## src/rtl/bias_search_pkg.sv

```systemverilog
package bias_search_pkg;
   localparam int NUM_TERMS = 11;

   // term order: position k selects coefficient slice k
   localparam int T_CONST = 0;
   localparam int T_D1    = 1;
   localparam int T_D2    = 2;
   localparam int T_D3    = 3;
   localparam int T_C1    = 4;
   localparam int T_C2    = 5;
   localparam int T_T1    = 6;
   localparam int T_T2    = 7;
   localparam int T_T3    = 8;
   localparam int T_N3    = 9;
   localparam int T_DT    = 10;

   typedef enum logic [2:0] {
      ST_IDLE,
      ST_DET,
      ST_NODE,
      ST_TEMP,
      ST_EVAL,
      ST_DECIDE
   } bsc_state_e;
endpackage

```

## src/rtl/bsc_monomial.sv

```systemverilog
module bsc_monomial
   import bias_search_pkg::*;
#(
   parameter int DET_W  = 5,
   parameter int NODE_W = 4,
   parameter int TEMP_W = 4,
   parameter int CODE_W = 4,
   parameter int MONO_W = 15,
   parameter int TIDX_W = 4
) (
   input  logic [TIDX_W-1:0] term,
   input  logic [DET_W-1:0]  det,
   input  logic [NODE_W-1:0] node,
   input  logic [TEMP_W-1:0] temp,
   input  logic [CODE_W-1:0] code,
   output logic [MONO_W-1:0] mono
);
   logic [MONO_W-1:0] d, n, t, c;

   assign d = MONO_W'(det);
   assign n = MONO_W'(node);
   assign t = MONO_W'(temp);
   assign c = MONO_W'(code);

   always_comb begin
      case (term)
         TIDX_W'(T_CONST): mono = MONO_W'(1);
         TIDX_W'(T_D1):    mono = d;
         TIDX_W'(T_D2):    mono = d * d;
         TIDX_W'(T_D3):    mono = d * d * d;
         TIDX_W'(T_C1):    mono = c;
         TIDX_W'(T_C2):    mono = c * c;
         TIDX_W'(T_T1):    mono = t;
         TIDX_W'(T_T2):    mono = t * t;
         TIDX_W'(T_T3):    mono = t * t * t;
         TIDX_W'(T_N3):    mono = n * n * n;
         TIDX_W'(T_DT):    mono = d * t;
         default:          mono = '0;
      endcase
   end
endmodule

```

## src/rtl/bsc_mac.sv

```systemverilog
module bsc_mac #(
   parameter int COEF_W = 16,
   parameter int MONO_W = 15,
   parameter int PRED_W = 40
) (
   input  logic                     clk,
   input  logic                     rst,
   input  logic                     clr,
   input  logic                     en,
   input  logic signed [COEF_W-1:0] coef,
   input  logic [MONO_W-1:0]        mono,
   output logic signed [PRED_W-1:0] acc
);
   localparam int PROD_W = COEF_W + MONO_W + 1;

   logic signed [PROD_W-1:0] prod;

   assign prod = PROD_W'(coef) * PROD_W'($signed({1'b0, mono}));

   always_ff @(posedge clk) begin
      if (rst || clr)
         acc <= '0;
      else if (en)
         acc <= acc + PRED_W'(prod);
   end
endmodule

```

## src/rtl/bias_search_ctrl.sv

```systemverilog
module bias_search_ctrl
   import bias_search_pkg::*;
#(
   parameter int DET_W    = 5,
   parameter int NODE_W   = 4,
   parameter int TEMP_W   = 4,
   parameter int CODE_W   = 4,
   parameter int CODE_MIN = 0,
   parameter int CODE_MAX = 15,
   parameter int COEF_W   = 16,
   parameter int PRED_W   = 40
) (
   input  logic                          clk,
   input  logic                          rst,
   input  logic                          start,
   output logic                          det_req,
   input  logic                          det_ack,
   input  logic [DET_W-1:0]              det_code,
   output logic                          node_req,
   input  logic                          node_ack,
   input  logic [NODE_W-1:0]             node_code,
   output logic                          temp_req,
   input  logic                          temp_ack,
   input  logic [TEMP_W-1:0]             temp_code,
   input  logic [NUM_TERMS*COEF_W-1:0]   coef,
   input  logic signed [PRED_W-1:0]      limit,
   input  logic signed [PRED_W-1:0]      guard,
   output logic [CODE_W-1:0]             bias_code,
   output logic                          done,
   output logic                          pass
);
   localparam int MAX_A  = (3*DET_W > 3*NODE_W) ? 3*DET_W : 3*NODE_W;
   localparam int MAX_B  = (3*TEMP_W > 2*CODE_W) ? 3*TEMP_W : 2*CODE_W;
   localparam int MAX_AB = (MAX_A > MAX_B) ? MAX_A : MAX_B;
   localparam int MONO_W = (MAX_AB > DET_W + TEMP_W) ? MAX_AB : DET_W + TEMP_W;
   localparam int PROD_W = COEF_W + MONO_W + 1;
   localparam int TIDX_W = $clog2(NUM_TERMS);
   localparam int EXT_W  = PRED_W + 1;

   if (CODE_MIN >= CODE_MAX || CODE_MAX >= (1 << CODE_W)) begin : g_bad_code
      $error("bias_search_ctrl: code range does not fit CODE_W");
   end
   if (PRED_W < PROD_W + TIDX_W + 1) begin : g_bad_pred
      $error("bias_search_ctrl: PRED_W too narrow for the term sum");
   end
   if (COEF_W < 2 || DET_W < 1 || NODE_W < 1 || TEMP_W < 1) begin : g_bad_width
      $error("bias_search_ctrl: operand widths too small");
   end

   bsc_state_e                st;
   logic [TIDX_W-1:0]         tidx;
   logic [DET_W-1:0]          det_q;
   logic [NODE_W-1:0]         node_q;
   logic [TEMP_W-1:0]         temp_q;
   logic [MONO_W-1:0]         mono;
   logic signed [COEF_W-1:0]  coef_arr [NUM_TERMS];
   logic signed [COEF_W-1:0]  coef_sel;
   logic signed [PRED_W-1:0]  acc;
   logic signed [EXT_W-1:0]   guarded;
   logic                      meets;
   logic                      busy;

   for (genvar k = 0; k < NUM_TERMS; k++) begin : g_coef
      assign coef_arr[k] = coef[k*COEF_W +: COEF_W];
   end

   assign coef_sel = coef_arr[tidx];
   assign det_req  = (st == ST_DET);
   assign node_req = (st == ST_NODE);
   assign temp_req = (st == ST_TEMP);
   assign busy     = (st != ST_IDLE);
   assign guarded  = EXT_W'(acc) + EXT_W'(guard);
   assign meets    = (guarded <= EXT_W'(limit));

   bsc_monomial #(
      .DET_W(DET_W), .NODE_W(NODE_W), .TEMP_W(TEMP_W),
      .CODE_W(CODE_W), .MONO_W(MONO_W), .TIDX_W(TIDX_W)
   ) i_mono (
      .term(tidx), .det(det_q), .node(node_q), .temp(temp_q),
      .code(bias_code), .mono(mono)
   );

   bsc_mac #(
      .COEF_W(COEF_W), .MONO_W(MONO_W), .PRED_W(PRED_W)
   ) i_mac (
      .clk(clk), .rst(rst), .clr(st == ST_TEMP), .en(st == ST_EVAL),
      .coef(coef_sel), .mono(mono), .acc(acc)
   );

   always_ff @(posedge clk) begin
      if (rst) begin
         st        <= ST_IDLE;
         tidx      <= '0;
         det_q     <= '0;
         node_q    <= '0;
         temp_q    <= '0;
         bias_code <= CODE_W'(CODE_MIN);
         done      <= 1'b0;
         pass      <= 1'b0;
      end else begin
         done <= 1'b0;
         case (st)
            ST_IDLE: if (start) begin
               bias_code <= CODE_W'(CODE_MIN);
               pass      <= 1'b0;
               st        <= ST_DET;
            end
            ST_DET: if (det_ack) begin
               det_q <= det_code;
               st    <= ST_NODE;
            end
            ST_NODE: if (node_ack) begin
               node_q <= node_code;
               st     <= ST_TEMP;
            end
            ST_TEMP: if (temp_ack) begin
               temp_q <= temp_code;
               tidx   <= '0;
               st     <= ST_EVAL;
            end
            ST_EVAL: begin
               tidx <= tidx + 1'b1;
               if (tidx == TIDX_W'(NUM_TERMS - 1))
                  st <= ST_DECIDE;
            end
            ST_DECIDE: begin
               if (meets) begin
                  done <= 1'b1;
                  pass <= 1'b1;
                  st   <= ST_IDLE;
               end else if (bias_code == CODE_W'(CODE_MAX)) begin
                  done <= 1'b1;
                  st   <= ST_IDLE;
               end else begin
                  bias_code <= bias_code + 1'b1;
                  st        <= ST_DET;
               end
            end
            default: st <= ST_IDLE;
         endcase
      end
   end
endmodule

```

## config.mk

```make
export PLATFORM = sky130hd
export DESIGN_NAME = bias_search_ctrl
export DESIGN_NICKNAME = d
export VERILOG_FILES = /design/src/rtl/bias_search_pkg.sv /design/src/rtl/bsc_monomial.sv /design/src/rtl/bsc_mac.sv /design/src/rtl/bias_search_ctrl.sv
export SDC_FILE = /design/constraint.sdc
export NUM_CORES = 1
export LEC_CHECK = 0
export ABC_AREA = 1
export BUFFER_PORTS_ARGS = -buffer_cell sky130_fd_sc_hd__clkbuf_2
export CAP_MARGIN = 0
export CORE_MARGIN = 2
export CORE_UTILIZATION = 49
export CTS_CLUSTER_DIAMETER = 30
export DETAILED_ROUTE_END_ITERATION = 16
export PLACE_DENSITY_LB_ADDON = 0.15
export RECOVER_POWER = 25
export SETUP_SLACK_MARGIN = 0.3
export SKIP_CTS_REPAIR_TIMING = 1
export SYNTH_ARGS = -nofsm -noshare
export SYNTH_HDL_FRONTEND = slang
export SYNTH_SLANG_ARGS = --single-unit
```

## constraint.sdc

```tcl
create_clock -name clk -period 9.9 [get_ports clk]
set_input_delay 0.99 -clock clk [delete_from_list [all_inputs] [get_ports clk]]
set_output_delay 0.99 -clock clk [all_outputs]
set_load 0.1 [all_outputs]
```

### After elaboration in Yosys (flattened, before gate mapping)

Index checks and enable logic that the tools add are counted.

| operators by class | value |
|---|---|
| eq/ne operators | 24 |
| reductions and logical operators | 13 |
| add/subtract/negate cells | 4 |
| order comparisons | 2 |
| multiplexer cells | 23 |
| $mul | 9 |
| bitwise operators | 2 |

Operator list:

| kind | count |
|---|---|
| case mux 15 bit (11 select lines) | 1 |
| binary-select mux 16 bit (select 4 bit) | 1 |
| adder 40 x 40 -> 41 bit | 1 |
| less-or-equal comparator 41 x 40 -> 1 bit | 1 |
| adder 40 x 32 -> 40 bit | 1 |
| multiplier 16 x 16 -> 32 bit | 1 |
| 2-to-1 mux 16 bit | 2 |
| multiplier 15 x 4 -> 15 bit | 2 |
| multiplier 4 x 4 -> 8 bit | 3 |
| case mux 3 bit (6 select lines) | 1 |
| equality test 4 x 3 -> 1 bit (second input constant) | 4 |
| equality test 4 bit (second input constant) | 4 |
| 2-to-1 mux 4 bit | 4 |
| case mux 4 bit (2 select lines) | 2 |
| multiplier 15 x 5 -> 15 bit | 1 |
| 2-to-1 mux 3 bit | 5 |
| inequality test 2 bit (second input constant) | 6 |
| multiplier 5 x 5 -> 10 bit | 1 |
| multiplier 5 x 4 -> 9 bit | 1 |
| adder 4 x 1 -> 4 bit (second input constant) | 2 |
| equality test 4 x 2 -> 1 bit (second input constant) | 2 |
| AND reduction 2 bit | 4 |
| equality test 3 x 2 -> 1 bit (second input constant) | 2 |
| equality test 3 bit (second input constant) | 2 |
| 16 further kinds | 23 |

| word-level totals | value |
|---|---|
| input bits | 275 |
| logic and storage cells | 86 |
| bits in registers | 66 |

### Longest topological paths before layout

| logic depth | value |
|---|---|
| depth after elaboration | 6 |
| gate-level depth with buffers | 57 |
| depth with buffers taken out | 55 |

### By module

Synthesis repeated with hierarchy kept, for this count alone.

| second synthesis, totals | value |
|---|---|
| cell total of the unflattened synthesis | 3890 |
| area total of the unflattened synthesis | 25778.5 sq um |

By module, submodules not included:

| module | area an instance (sq um) | seq. area each (sq um) | instances | cells an instance |
|---|---|---|---|---|
| bsc_mac | 14368.8 | 800.8 | 1 | 1967 |
| bias_search_ctrl | 6172.2 | 520.5 | 1 | 1048 |
| bsc_monomial | 5237.5 | 0.0 | 1 | 875 |

### Worst setup path before layout

Ideal clock, no wire load.

| timing path | value |
|---|---|
| kind | register -> register |
| from | reg det_q[3] |
| to | reg i_mac.acc[38] |
| arrival | 10.821 ns |
| library setup time | 0.116 ns |
| clock period less this slack | 10.937 ns |
| slack | -1.037 ns |
| cell stages (with the launch flop) | 48 |
| cell sequence | dfxtp_1 clkbuf_1 nand2_1 fa_1 fa_1 inv_1 ha_1 a21o_1 ha_1 nand3_1 nand3_1 xnor2_1 nor2_1 fa_1 fa_1 inv_1 fa_1 inv_1 (+12 left out) ha_1 fa_1 fa_1 inv_1 fa_1 fa_1 inv_1 ha_1 nand2_1 o21ai_0 a21oi_1 o21ai_0 a21oi_1 nand3_1 nand2_1 nand3_1 o211ai_1 inv_1 |

| on the way | value |
|---|---|
| cells in the longest elaborated chain, start to end | 5 |
| elaborated cells on any way between the ends | 6 |
| those cells by class | add/sub: 1; mul: 4; mux: 1 |

RTL lines:

| element | RTL line | RTL |
|---|---|---|
| start, declared | bias_search_ctrl.sv:52 | `logic [DET_W-1:0] det_q;` |
| start signal, assigned | bias_search_ctrl.sv:109 | `det_q <= det_code;` |
| multiplier 5 x 5 -> 10 bit | bsc_monomial.sv:29, bsc_monomial.sv:30 |  |
| multiplier 15 x 5 -> 15 bit | bsc_monomial.sv:30 | `TIDX_W'(T_D3): mono = d * d * d;` |
| case mux 15 bit (11 select lines) * | bsc_monomial.sv:26 | `case (term)` |
| multiplier 16 x 16 -> 32 bit * | bsc_mac.sv:18 | `assign prod = PROD_W'(coef) * PROD_W'($signed({1'b0, mono}));` |
| adder 40 x 32 -> 40 bit * | bsc_mac.sv:24 | `acc <= acc + PRED_W'(prod);` |
| end signal, assigned | bsc_mac.sv:24 |  |
| end, declared | bsc_mac.sv:12 | `output logic signed [PRED_W-1:0] acc` |

Mark *: on every way between the ends. The rest lies on a longest branch, timed or not.
A chain may end at the register's enable or synchronous reset.

### Worst setup path after layout

| timing path | value |
|---|---|
| from | reg det_q[2] |
| to | reg i_mac.acc[28] |

The elaborated chain is that of the path after synthesis.

==> flow_summary.json <==
{
  "status": "finished with violations",
  "violations": "setup timing",
  "synth_compound_area_frac": 0.135,
  "setup_violations": 26,
  "rsz0062_at_grt": "true",
  "max_stage_delay_ns": 0.58,
  "yosysSeqAreaShare": 0.0536,
  "cp.required_ns": 10.22,
  "multi_input_area_um2": 21300,
  "n_fill_cell": 4725,
  "cp_slowest_cell": "fa_2",
  "r2r-end": "i_mac.acc[28]$_SDFFE_PP0P_",
  "clock_path_buffers": 2,
  "placed_area_um2": 28600,
  "via_per_inst": 5.20,
  "port_buffers": 283,
  "use_met3": 0.0404,
  "insertion_delay_ns": 0.38,
  "critPathKind": "flop to flop",
  "arrival_ns": 10.81,
  "cts_max_level": 3,
  "die_w_um": 228,
  "core_area_um2": 50000,
  "clock-sinks": 66,
  "grt_pass1_vias": 23800,
  "dp_hpwl_um": 66700,
  "worst_slew_margin_rel": 0.260,
  "grt_start_max_net_pins": 60,
  "skew_ns": 0.0150,
  "place.gp.congestion": 0.941,
  "cp_num_cells": 48,
  "synth_common_cells": "inv_1, nand2_1, fa_1",
  "path_max_fanout": 7,
  "drtAntennaViolNets": 0,
  "final_nets": 4846,
  "finalCriticalPeriod_ns": 10.49,
  "end_kind": "flop",
  "yosysMostFrequentCell": "inv_1",
  "synth-simple-area-share": 0.206,
  "endpoint": "i_mac.acc[28]$_SDFFE_PP0P_",
  "vias": 24000,
  "fin_crit_sh": 1.06,
  "cpLargestDelayFamily": "adder cells",
  "critPathBufInv": 10,
  "fin_util": 0.606,
  "drt-total-wl_um": 78500,
  "syn_area_per_cell_um2": 7.05,
  "fin_area_um2": 30300,
  "power.leakage_nw": 16.5,
  "p_switching_mw": 1.04,
  "min_path_type": "flop to flop",
  "yosysUniqueCellTypes": 62,
  "muxShareOfSynthArea": 0,
  "synth_top_area_frac": 0.294,
  "first_pass_iters": 8,
  "synth_top_family_by_area": "adder cells",
  "tritoncts": "yes",
  "total_power_mw": 2.09,
  "ff2ff_path_depth": 48,
  "dieArea_um2": 52100,
  "ys.flop_type": "dfxtp_1",
  "io_pins": 284,
  "antennaDiodeCount": 0,
  "comb_power_share": 0.645,
  "synth_area_um2": 24700,
  "cts_buffers": 9,
  "max_clock_freq_mhz": 95.3,
  "fp-row-count": 82,
  "tightestPinTransition_ns": 1.11,
  "p_int_mw": 1.05,
  "setup_ws_ns": -0.592,
  "ctsRootBufferMaster": "clkbuf_16",
  "synth-edff-count": 0,
  "drt_iter0_drc": 1601,
  "busiest_layer": "met2",
  "p_sw_frac": 0.497,
  "finalNonFillerCells": 4618,
  "r2r-start": "det_q[2]$_SDFFE_PP0P_",
  "path_common_cell": "fa_1",
  "grt-ovfl-total": 0,
  "p_seq_frac": 0.161,
  "dp_worst_setup_slack_ns": -0.607,
  "drive_gt1_frac": 0.227,
  "area_growth_pct": 22.9,
  "ir_drop_v": 0.000112,
  "synth-adder-area-share": 0.430,
  "finalHoldViolCount": 0,
  "ff2ff_setup_slack_ns": -0.59,
  "clk_pin_slew_ns": 0.07,
  "async_reset_ff_frac": 0,
  "ys_top_cells_by_area": "fa_1, ha_1, inv_1, nand2_1, dfxtp_1",
  "slew_viol_final": 0,
  "p_per_area_nw_per_um2": 68.9,
  "grt_first_pass_wirelength_um": 125000,
  "clkPwrFrac": 0.193,
  "synth-xor-area-share": 0.0294,
  "die_h_um": 228,
  "crit_start": "det_q[2]$_SDFFE_PP0P_",
  "start_util": 0.494,
  "cp-start-kind": "flop",
  "grt_use_met2": 0.526,
  "drc": 0,
  "grt_use_total": 0.300,
  "synthCells": 3499,
  "yosys_warnings": 0,
  "seq_area_um2": 1330,
  "synth_area_leader_cell": "fa_1",
  "met1_usage": 0.380,
  "place_inst": 4565,
  "cap_viol_max_count": 0,
  "ys_seq_elements": 66,
  "antenna_found_initial": 0,
  "wl_per_cell_um": 17.0
}
[tightest hold or removal path, delay by kind of cell (launching register included)]
family / cells / cell delay (ns)
DFF: 1 / 0.32
buffers and inverters: 1 / 0.05
AOI/OAI and AO/OA: 1 / 0.05
[registers in the layout, summed over array words and instances (netlist names)]
signal and count:
tidx 4, done 1, pass 1, det_q 5, node_q 4, bias_code 4, i_mac.acc 40, st 3
temp_q 4
[per-layer routing]
layer	vias up	share of wire
met5	-	0
met4	0	0.040
met1	11400	0.41
li1	11700	-
met3	178	0.057
met2	764	0.50
[per-stage QoR]
step / hold slack [ns] / TNS, ns
global placement: 0.457 / -10.83
finish: 0.467 / -11.65
floorplan: 0.462 / -0.0502
detailed placement: 0.459 / -12.48
CTS: 0.467 / -14.41
global route: 0.514 / -21.87
[power groups by stage]
| stage | Sequential [mW] | Clock, mW | Combinational [mW] |
|---|---|---|---|
| finish | 0.337 | 0.404 | 1.35 |
| detailed placement | 0.340 | 0 | 1.22 |
| global placement | 0.341 | 0 | 1.21 |
| floorplan | 0.362 | 0 | 0.779 |
| CTS | 0.335 | 0.404 | 1.23 |
| global route | 0.340 | 0.416 | 1.49 |
[cell families (layout without fill, tap and decap cells)]
family	count (synthesis)	after routing
and+or+nand+nor	1230	1230
buffers and inverters	914	1357
adders and majority gates	630	630
AOI/OAI and AO/OA	575	575
xor gates and xnor gates	82	82
DFF	66	66
other	2	6
[worst min path at each step]
stage / from / to / slack [ns] / cells past startpoint
after global placement: pass$_SDFFE_PP0P_ / pass$_SDFFE_PP0P_ / 0.46 / 2
after floorplan: i_mac.acc[0]$_SDFFE_PP0P_ / i_mac.acc[0]$_SDFFE_PP0P_ / 0.46 / 2
after global routing: pass$_SDFFE_PP0P_ / pass$_SDFFE_PP0P_ / 0.51 / 2
final: pass$_SDFFE_PP0P_ / pass$_SDFFE_PP0P_ / 0.47 / 2
after detailed placement: pass$_SDFFE_PP0P_ / pass$_SDFFE_PP0P_ / 0.46 / 2
after CTS: pass$_SDFFE_PP0P_ / pass$_SDFFE_PP0P_ / 0.47 / 2
[placed cells by master (no fill, tap or decap), drive strengths merged, types with 3 or more instances in the layout]
cell type,n
a211oi,7
a21boi,6
a21o,21
a21oi,249
a221oi,3
a22o,17
a31oi,7
buf,234
bufinv,3
clkbuf,295
clkinv,7
conb,6
dfxtp,66
fa,362
ha,268
inv,817
nand2,710
nand3,119
nand4,21
nor2,342
nor3,21
nor4,6
o2111ai,4
o211ai,13
o21a,5
o21ai,182
o21bai,10
o221ai,35
o22ai,8
or2,6
xnor2,30
xor2,52
[final cells by class]
class / count / area share
clock buffer: 10 / 0.00756
multi-input combinational: 2523 / 0.703
sequential: 66 / 0.0439
inverter: 822 / 0.102
clock inverter: 6 / 0.00380
timing repair buffer: 519 / 0.112
tap: 672 / 0.0278
(Power assumes the default switching activity.)
